<file path="config.mk">
export PLATFORM = sky130hd
export DESIGN_NAME = cache2way
export DESIGN_NICKNAME = d
export VERILOG_FILES = /design/src/rtl/cache2way_pkg.sv /design/src/rtl/cache2way_dp.sv /design/src/rtl/cache2way_ctrl.sv /design/src/rtl/cache2way.sv
export SDC_FILE = /design/constraint.sdc
export NUM_CORES = 1
export LEC_CHECK = 0
export BUFFER_PORTS_ARGS = -buffer_cell sky130_fd_sc_hd__buf_2
export CORE_ASPECT_RATIO = 0.6
export CORE_UTILIZATION = 55
export CTS_CLUSTER_SIZE = 30
export DETAILED_ROUTE_END_ITERATION = 16
export PLACE_DENSITY = 0.75
export SKIP_CTS_REPAIR_TIMING = 1
export SLEW_MARGIN = 0
export SYNTH_ARGS = -nofsm -noshare
export SYNTH_HDL_FRONTEND = slang
export SYNTH_HIERARCHICAL = 1
export SYNTH_SLANG_ARGS = --single-unit
</file>
<file path="constraint.sdc">
create_clock -name clk -period 16 [get_ports clk]
set_clock_uncertainty 0.1 [all_clocks]
set_input_delay 3.2 -clock clk [delete_from_list [all_inputs] [get_ports clk]]
set_output_delay 3.2 -clock clk [all_outputs]
set_load 0.02 [all_outputs]
</file>
<file path="src/rtl/cache2way_pkg.sv">
package cache2way_pkg;

  typedef enum logic [2:0] {
    ST_IDLE,
    ST_WBACK,
    ST_FILL,
    ST_WTHRU,
    ST_RESP
  } ctlState_t;

  // Strobes from control to datapath
  typedef struct packed {
    logic fill;       // write fetched block into the victim way
    logic commit;     // access completes: update LRU, apply write
    logic selVictim;  // memory port addresses the victim line
  } ctlStrobes_t;

endpackage

</file>
<file path="src/rtl/cache2way_dp.sv">
module cache2way_dp
  import cache2way_pkg::*;
#(
  parameter int DATA_W = 32,
  parameter int ADDR_W = 8,
  parameter int IDX_W  = 1,
  parameter int OFF_W  = 1
) (
  input  logic                              clk,
  input  logic                              rst,
  input  logic                              wbMode,
  input  logic [ADDR_W-1:0]                 cpuAddr,
  input  logic                              cpuWr,
  input  logic [DATA_W-1:0]                 cpuWdata,
  input  ctlStrobes_t                       stb,
  input  logic [DATA_W*(2**OFF_W)-1:0]      memRdata,
  output logic                              hit,
  output logic                              victimDirty,
  output logic [DATA_W-1:0]                 cpuRdata,
  output logic [ADDR_W-OFF_W-1:0]           memAddr,
  output logic [(2**OFF_W)-1:0]             memStrb,
  output logic [DATA_W*(2**OFF_W)-1:0]      memWdata
);
  localparam int WORDS = 2 ** OFF_W;
  localparam int SETS  = 2 ** IDX_W;
  localparam int TAG_W = ADDR_W - IDX_W - OFF_W;
  localparam int BLK_W = DATA_W * WORDS;

  logic [SETS-1:0][1:0] validQ;
  logic [SETS-1:0][1:0] dirtyQ;
  logic [SETS-1:0]      lruQ;
  logic [TAG_W-1:0]     tagQ  [SETS][2];
  logic [BLK_W-1:0]     dataQ [SETS][2];

  logic [OFF_W-1:0] reqOff;
  logic [IDX_W-1:0] reqIdx;
  logic [TAG_W-1:0] reqTag;
  logic [1:0]       wayHit;
  logic             hitWay;
  logic             victimWay;
  logic [BLK_W-1:0] hitLine;
  logic [BLK_W-1:0] mergedLine;

  assign reqOff = cpuAddr[OFF_W-1:0];
  assign reqIdx = cpuAddr[OFF_W +: IDX_W];
  assign reqTag = cpuAddr[ADDR_W-1 -: TAG_W];

  // Parallel tag compare, one comparator per way
  for (genvar w = 0; w < 2; w++) begin : gCmp
    assign wayHit[w] = validQ[reqIdx][w] && (tagQ[reqIdx][w] == reqTag);
  end

  assign hit    = |wayHit;
  assign hitWay = wayHit[1];

  // Empty way first (lowest number), else least recently used
  always_comb begin
    if (!validQ[reqIdx][0])      victimWay = 1'b0;
    else if (!validQ[reqIdx][1]) victimWay = 1'b1;
    else                         victimWay = lruQ[reqIdx];
  end

  assign victimDirty = validQ[reqIdx][victimWay] && dirtyQ[reqIdx][victimWay];
  assign hitLine     = dataQ[reqIdx][hitWay];
  assign cpuRdata    = hitLine[reqOff*DATA_W +: DATA_W];

  for (genvar i = 0; i < WORDS; i++) begin : gMerge
    assign mergedLine[i*DATA_W +: DATA_W] =
      (reqOff == OFF_W'(i)) ? cpuWdata : hitLine[i*DATA_W +: DATA_W];
  end

  assign memAddr  = stb.selVictim ? {tagQ[reqIdx][victimWay], reqIdx} : {reqTag, reqIdx};
  assign memWdata = stb.selVictim ? dataQ[reqIdx][victimWay] : mergedLine;
  assign memStrb  = stb.selVictim ? {WORDS{1'b1}} : (WORDS'(1) << reqOff);

  // Status bits
  always_ff @(posedge clk) begin
    if (rst) begin
      validQ <= '0;
      dirtyQ <= '0;
      lruQ   <= '0;
    end else begin
      if (stb.fill) begin
        validQ[reqIdx][victimWay] <= 1'b1;
        dirtyQ[reqIdx][victimWay] <= 1'b0;
      end
      if (stb.commit) begin
        lruQ[reqIdx] <= ~hitWay;
        if (cpuWr && wbMode) dirtyQ[reqIdx][hitWay] <= 1'b1;
      end
    end
  end

  // Tag and data storage
  always_ff @(posedge clk) begin
    if (stb.fill) begin
      tagQ[reqIdx][victimWay]  <= reqTag;
      dataQ[reqIdx][victimWay] <= memRdata;
    end else if (stb.commit && cpuWr) begin
      dataQ[reqIdx][hitWay] <= mergedLine;
    end
  end

endmodule

</file>
<file path="src/rtl/cache2way_ctrl.sv">
module cache2way_ctrl
  import cache2way_pkg::*;
(
  input  logic        clk,
  input  logic        rst,
  input  logic        wbMode,
  input  logic        cpuRd,
  input  logic        cpuWr,
  input  logic        hit,
  input  logic        victimDirty,
  input  logic        memAck,
  output ctlStrobes_t stb,
  output logic        cpuReady,
  output logic        cpuHit,
  output logic        memReq,
  output logic        memWe
);
  ctlState_t stateQ, stateD;
  logic      missQ, missD;
  logic      access;
  logic      wtWrite;

  assign access  = cpuRd | cpuWr;
  assign wtWrite = cpuWr & ~wbMode;

  always_comb begin
    stateD   = stateQ;
    missD    = missQ;
    stb      = '0;
    cpuReady = 1'b0;
    cpuHit   = 1'b0;
    memReq   = 1'b0;
    memWe    = 1'b0;
    unique case (stateQ)
      ST_IDLE: begin
        if (!access) begin
          cpuReady = 1'b1;
        end else if (hit) begin
          if (wtWrite) begin
            stateD = ST_WTHRU;
            missD  = 1'b0;
          end else begin
            cpuReady   = 1'b1;
            cpuHit     = 1'b1;
            stb.commit = 1'b1;
          end
        end else begin
          missD  = 1'b1;
          stateD = victimDirty ? ST_WBACK : ST_FILL;
        end
      end
      ST_WBACK: begin
        memReq        = 1'b1;
        memWe         = 1'b1;
        stb.selVictim = 1'b1;
        if (memAck) stateD = ST_FILL;
      end
      ST_FILL: begin
        memReq = 1'b1;
        if (memAck) begin
          stb.fill = 1'b1;
          stateD   = wtWrite ? ST_WTHRU : ST_RESP;
        end
      end
      ST_WTHRU: begin
        memReq = 1'b1;
        memWe  = 1'b1;
        if (memAck) stateD = ST_RESP;
      end
      ST_RESP: begin
        cpuReady   = 1'b1;
        cpuHit     = ~missQ;
        stb.commit = 1'b1;
        stateD     = ST_IDLE;
      end
      default: stateD = ST_IDLE;
    endcase
  end

  always_ff @(posedge clk) begin
    if (rst) begin
      stateQ <= ST_IDLE;
      missQ  <= 1'b0;
    end else begin
      stateQ <= stateD;
      missQ  <= missD;
    end
  end

endmodule

</file>
<file path="src/rtl/cache2way.sv">
module cache2way
  import cache2way_pkg::*;
#(
  parameter int DATA_W = 32,
  parameter int ADDR_W = 8,
  parameter int IDX_W  = 1,
  parameter int OFF_W  = 1
) (
  input  logic                         clk,
  input  logic                         rst,
  input  logic                         wbMode,
  input  logic [ADDR_W-1:0]            cpuAddr,
  input  logic                         cpuRd,
  input  logic                         cpuWr,
  input  logic [DATA_W-1:0]            cpuWdata,
  output logic [DATA_W-1:0]            cpuRdata,
  output logic                         cpuReady,
  output logic                         cpuHit,
  output logic                         memReq,
  output logic                         memWe,
  output logic [ADDR_W-OFF_W-1:0]      memAddr,
  output logic [(2**OFF_W)-1:0]        memStrb,
  output logic [DATA_W*(2**OFF_W)-1:0] memWdata,
  input  logic [DATA_W*(2**OFF_W)-1:0] memRdata,
  input  logic                         memAck
);
  localparam int WORDS   = 2 ** OFF_W;
  localparam int BADDR_W = ADDR_W - OFF_W;

  ctlStrobes_t stb;
  logic        hit;
  logic        victimDirty;

  cache2way_ctrl uCtrl (
    .clk, .rst, .wbMode, .cpuRd, .cpuWr,
    .hit, .victimDirty, .memAck,
    .stb, .cpuReady, .cpuHit, .memReq, .memWe
  );

  cache2way_dp #(
    .DATA_W(DATA_W), .ADDR_W(ADDR_W), .IDX_W(IDX_W), .OFF_W(OFF_W)
  ) uDp (
    .clk, .rst, .wbMode, .cpuAddr, .cpuWr, .cpuWdata, .stb, .memRdata,
    .hit, .victimDirty, .cpuRdata, .memAddr, .memStrb, .memWdata
  );

endmodule

</file>
======== After elaboration in Yosys (flattened, before gate mapping) ========
Memory sizes are Yosys's and may differ from the RTL's.
Cells that the tools add are included.
storage, ports and cells
  memories kept ........................... 2
  register bits ........................... 14
  output and inout bits ................... 109
  RAM bits ................................ 280
  logic and storage cells ................. 392
operators by class
  bitwise gates (word level) .............. 139
  equality and inequality tests ........... 12
  reduce and logical (&&, ||, !) cells .... 16
  shift-type cells ........................ 2
  $lt $le $gt $ge ......................... 10
  multiplexer cells ....................... 204
memory list
  name       depth  width  read ports  clocked after memory_dff  write ports  RTL line            source
  uDp.dataQ  2      128    1           0                         1            cache2way_dp.sv:33  logic [BLK_W-1:0] dataQ [SETS][2];
  uDp.tagQ   2      12     1           0                         1            cache2way_dp.sv:32  logic [TAG_W-1:0] tagQ [SETS][2];
operator list
  cell                number
  $mux 64             9
  $mux 128            2
  $mux 1              153
  $or 1x1->1          129
  $demux 64 s1        2
  $mux 32             2
  $shiftx 64x7->32    1
  $mux 6              4
  $mux 3              7
  $mux 2              8
  $mux 4              4
  $eq 6x6->1          2
  $mux 12             1
  $pmux 3 s4          1
  $logic_and 1x1->1   10
  $or 4x4->4          2
  $mux 7              1
  $demux 6 s1         1
  $eq 3x2->1 const B  2
  $lt 1x2->1 const B  3
  $ne 2x2->1 const B  3
  $pmux 1 s2          3
  $reduce_and 5->1    1
  $and 4x4->4         1
  other kinds (19)    31

======== Logic depth before layout (Yosys ltp) ========
  depth in word-level cells ............... 17
  gate-level depth with buffers ........... 15
  mapped depth without buffers ............ 11

======== Modules after synthesis ========
The synthesis kept the hierarchy.
by module, submodules not included
  module          seq. area each (µm²)  area each (µm²)  times used  cells each
  cache2way_dp    8608.3                17048.9          1           1431
  cache2way_ctrl  80.1                  384.1            1           46

======== Worst setup path after synthesis ========
OpenSTA, ideal clock, no wires.
  path type ............................... input-to-reg
  start ................................... input port cpuAddr[1]
  end ..................................... memory uDp/dataQ[0][100] (netlist name) (enable)
  setup time .............................. 0.507 ns
  required time ........................... 15.393 ns
  stages .................................. 14
  arrival ................................. 8.713 ns
  path slack .............................. 6.680 ns
  cells stage by stage .................... buf_6 clkbuf_1 clkbuf_1 buf_1 mux2i_1 xnor2_1 nor4_1 a41o_1 a21oi_1 nor2_1 nand2_1 nor2_1 o21ai_0 a21oi_1
RTL lines
  item             RTL line            source
  start, declared  cache2way.sv:12     input logic [ADDR_W-1:0] cpuAddr,
  end, declared    cache2way_dp.sv:33

======== Worst setup path after layout ========
  start ................................... input port cpuAddr[1]
  end ..................................... output port cpuReady
on the way
  cells in the longest elaborated chain, start to end .. 7
  elaborated cells between the ends (all ways) .. 11
ends and longest elaborated chain
  item                                    RTL line              source
  $mem_v2 2x12 or $mux 2 (tied branches)  n/a
  $eq 6x6->1 or $mux 2 (tied branches)    cache2way_dp.sv:50    assign wayHit[w] = validQ[reqIdx][w] && (tagQ[reqIdx][w] == reqTag);
  $logic_and 1x1->1                       cache2way_dp.sv:50
  $reduce_or 2->1 *                       cache2way_dp.sv:53    assign hit = |wayHit;
  via hit                                 cache2way.sv:31       logic hit;
  $mux 1 *                                cache2way_ctrl.sv:38  end else if (hit) begin
  $mux 1 *                                cache2way_ctrl.sv:36  if (!access) begin
  $pmux 1 s2 *                            cache2way_ctrl.sv:34  unique case (stateQ)
  end, declared                           cache2way.sv:17       output logic cpuReady,
The timed path passes the listed nets; every way through them passes the cells marked *. The select of a mux whose other input is x is not followed.

==> impl_metrics.env <==
export IMPL_whs_endpoint="uCtrl/missQ$_SDFFE_PP0P_"
export IMPL_slew_headroom_pct=21.7
export IMPL_antenna_found_initial=2
export IMPL_grt_pass1_vias=13200
export IMPL_slowest_stage="buf_4"
export IMPL_syn_area_mm2=0.0174
export IMPL_required_ns=12.70
export IMPL_drt_wl_total_um=56500
export IMPL_reg2reg_depth=12
export IMPL_power_leakage_nw=7.11
export IMPL_ys_flop_type="edfxtp_1"
export IMPL_rsz0062_at_grt="no"
export IMPL_layout_cells_non_filler=2061
export IMPL_tightestPinTransition_ns=1.17
export IMPL_finalPower_mw=1.99
export IMPL_nFillCells=2430
export IMPL_cp_slowest_stage_delay_ns=0.88
export IMPL_yosysUniqueCellTypes=57
export IMPL_synth_mux_area_fraction_pct=24.6
export IMPL_hold_class="reg -> reg"
export IMPL_cellPowerDensity_mw_per_mm2=101
export IMPL_htreeDepth=1
export IMPL_die_w_um=232
export IMPL_dp_hpwl_um=37000
export IMPL_grt_total_usage_pct=34.3
export IMPL_synthTopCellsByArea="edfxtp_1 (48%), mux2_2 (16%), mux2i_1 (5.8%), a21oi_1 (4.0%), mux4_2 (2.6%)"
export IMPL_grt_max_degree=77
export IMPL_ys_ff_latch=294
export IMPL_area_growth_pct=13.3
export IMPL_dp_cells=2004
export IMPL_synth_yosys_warnings=6
export IMPL_ir_drop_v=0.0000938
export IMPL_reg2reg_from="uDp/tagQ[1][2]$_DFFE_PP_"
export IMPL_synth_top_family_by_area="multiplexers"
export IMPL_final_antenna_net_count=0
export IMPL_nNetsFinal=1729
export IMPL_io_buffers=218
export IMPL_synth_xor_area_share_pct=0.653
export IMPL_fin_crit_sh_pct=68.3
export IMPL_ioPinCount=219
export IMPL_dieArea_mm2=0.0324
export IMPL_avgSynthCellArea_um2=11.8
export IMPL_cp_num_buf_inv=4
export IMPL_clock_path_buffers=3
export IMPL_synth_edf_count=280
export IMPL_path_clk_slew_ns=0.06
export IMPL_worst_ep_arrival_time_ns=7.62
export IMPL_drv_slew=0
export IMPL_initial_core_util_pct=56.0
export IMPL_synth_largest_area_cell="edfxtp_1"
export IMPL_post_drt_wl_per_cell_um=27.4
export IMPL_final_util_pct=63.4
export IMPL_grt_overflow=0
export IMPL_crit_type="in -> out"
export IMPL_path_cells="clkbuf_8 -> buf_4 -> a32oi_1 -> or4_2 -> buf_4 -> nor2_4 -> a41o_1 -> o21ba_2 -> nor2_1 -> o21a_1 -> buf_2"
export IMPL_startpoint_type="primary input"
export IMPL_drc=0
export IMPL_yosys_area_share_simple_pct=5.50
export IMPL_viasPerCell=6.85
export IMPL_grt_pass1_wl_um=83300
export IMPL_drv_cap=0
export IMPL_vias=14100
export IMPL_firstDrtPassIters=6
export IMPL_detail_route_iter0_violations=2280
export IMPL_hold_depth=1
export IMPL_clock_latency_ns=0.59
export IMPL_hp_start="uCtrl/missQ$_SDFFE_PP0P_"
export IMPL_r2r_end="uDp/dataQ[1][107]$_DFFE_PP_"
export IMPL_drive_gt1_share_pct=36.6
export IMPL_cts_root_buf="clkbuf_16"
export IMPL_fmax_mhz=91.5
export IMPL_synth_top_area_share_pct=48.2
export IMPL_gp_congestion=0.971
export IMPL_crit_path_frequent_cell="buf_4"
export IMPL_setup_violations_final=0
export IMPL_synth_adder_area_share_pct=0
export IMPL_cp_max_fo=67
export IMPL_cp_end_kind="primary output"
export IMPL_r2r_setup_slack_ns=9.35
export IMPL_fin_hold_ws_ns=0.357
export IMPL_crit_family="buffers and inverters"
export IMPL_syn_inst=1477
export IMPL_setup_tns_ns=0
export IMPL_syn_nets=1587
export IMPL_clock_sinks=294
export IMPL_period_minus_slack_ns=10.92
export IMPL_status="finished clean"
export IMPL_synth_compound_area_share_pct=15.2
export IMPL_core_area_mm2=0.0312
export IMPL_die_h_um=140
export IMPL_synthArstFlopShare_pct=0
export IMPL_hold_violations=0
export IMPL_cts_made_buffers=29
export IMPL_fp_row_count=50
export IMPL_seq_area_frac_synth_pct=49.8
export IMPL_cts_tree="yes"
[logic make-up after synthesis]
family / Yosys count
flops: 294
xor+xnor: 13
mux: 372
simple gates: 222
buf+inv: 165
compound gates: 411
[how the worst max path moves through the flow]
stage	from	to	cells after the start
after CTS	cpuAddr[1]	cpuReady	11
after global routing	cpuAddr[1]	cpuReady	11
after floorplan	cpuAddr[1]	uDp/dataQ[0][100]$_DFFE_PP_	14
after detailed placement	cpuAddr[1]	cpuReady	11
after global placement	cpuAddr[1]	cpuReady	11
final	cpuAddr[1]	cpuReady	11
[state kept, by name, indices dropped and copies added, names as in the netlist]
name          cells
uDp/dataQ       256
uDp/tagQ         24
uDp/dirtyQ        4
uDp/validQ        4
uCtrl/stateQ      3
uDp/lruQ          2
uCtrl/missQ       1
[cells in the mapped netlist (5+ instances only)]
cell	instances
a21boi_0	24
o32ai_1	7
a22oi_1	20
a21oi_1	141
o31ai_1	47
dfxtp_1	14
buf_2	18
clkbuf_1	86
o22ai_1	5
and3_1	8
buf_6	11
nand2_1	107
edfxtp_1	280
mux2i_1	101
mux4_2	20
inv_1	34
a31o_2	20
nor2_1	63
buf_1	14
nor2b_1	5
mux2_2	246
a32oi_1	46
nand3_1	18
o21ai_0	83
nor3_1	5
xnor2_1	10
[metrics by stage]
step / area, um^2 / worst slack (ns)
floorplan: 17400 / 6.68
global placement: 18700 / 5.19
detailed placement: 18700 / 5.06
CTS: 19700 / 5.06
global route: 19700 / 4.78
finish: 19700 / 5.08
[cell usage in the layout (no fill, tap or decap), drive strengths merged, types with 5 or more instances in the layout]
master  instances
edfxtp        280
mux2          251
buf           241
a21oi         142
nand2         107
mux2i         101
o21ai          83
nor2           64
o31ai          48
a32oi          46
clkbuf         37
inv            34
a21boi         24
mux4           20
a22oi          20
a31o           20
nand3          18
dfxtp          14
xnor2          10
clkinv         10
and3            8
o32ai           7
nor3            6
bufinv          5
nor2b           5
o22ai           5
[power breakdown]
group / switching (mW) / leakage [nW] / total, mW / internal (mW)
Clock: 0.313 / 0.486 / 0.735 / 0.422
Sequential: 0.00802 / 2.65 / 0.875 / 0.867
Combinational: 0.249 / 3.98 / 0.378 / 0.129
[final cells by class]
class	count	area, um^2	area share (%)
Clock buffer	36	762	3.86
Timing Repair Buffer	242	1280	6.50
Multi-Input combinational cell	1018	8110	41.1
Antenna cell	3	7.51	0.0380
Inverter	34	129	0.653
Tap cell	416	520	2.64
Sequential cell	294	8690	44.0
Clock inverter	18	244	1.24
[routing by layer]
layer  track usage [%]  part of all wire [%]
met5                 0                     0
met4              9.49                   2.5
met3              8.02                    13
met2              46.2                    41
met1              54.2                    44
Power figures use the tool's default switching activity.
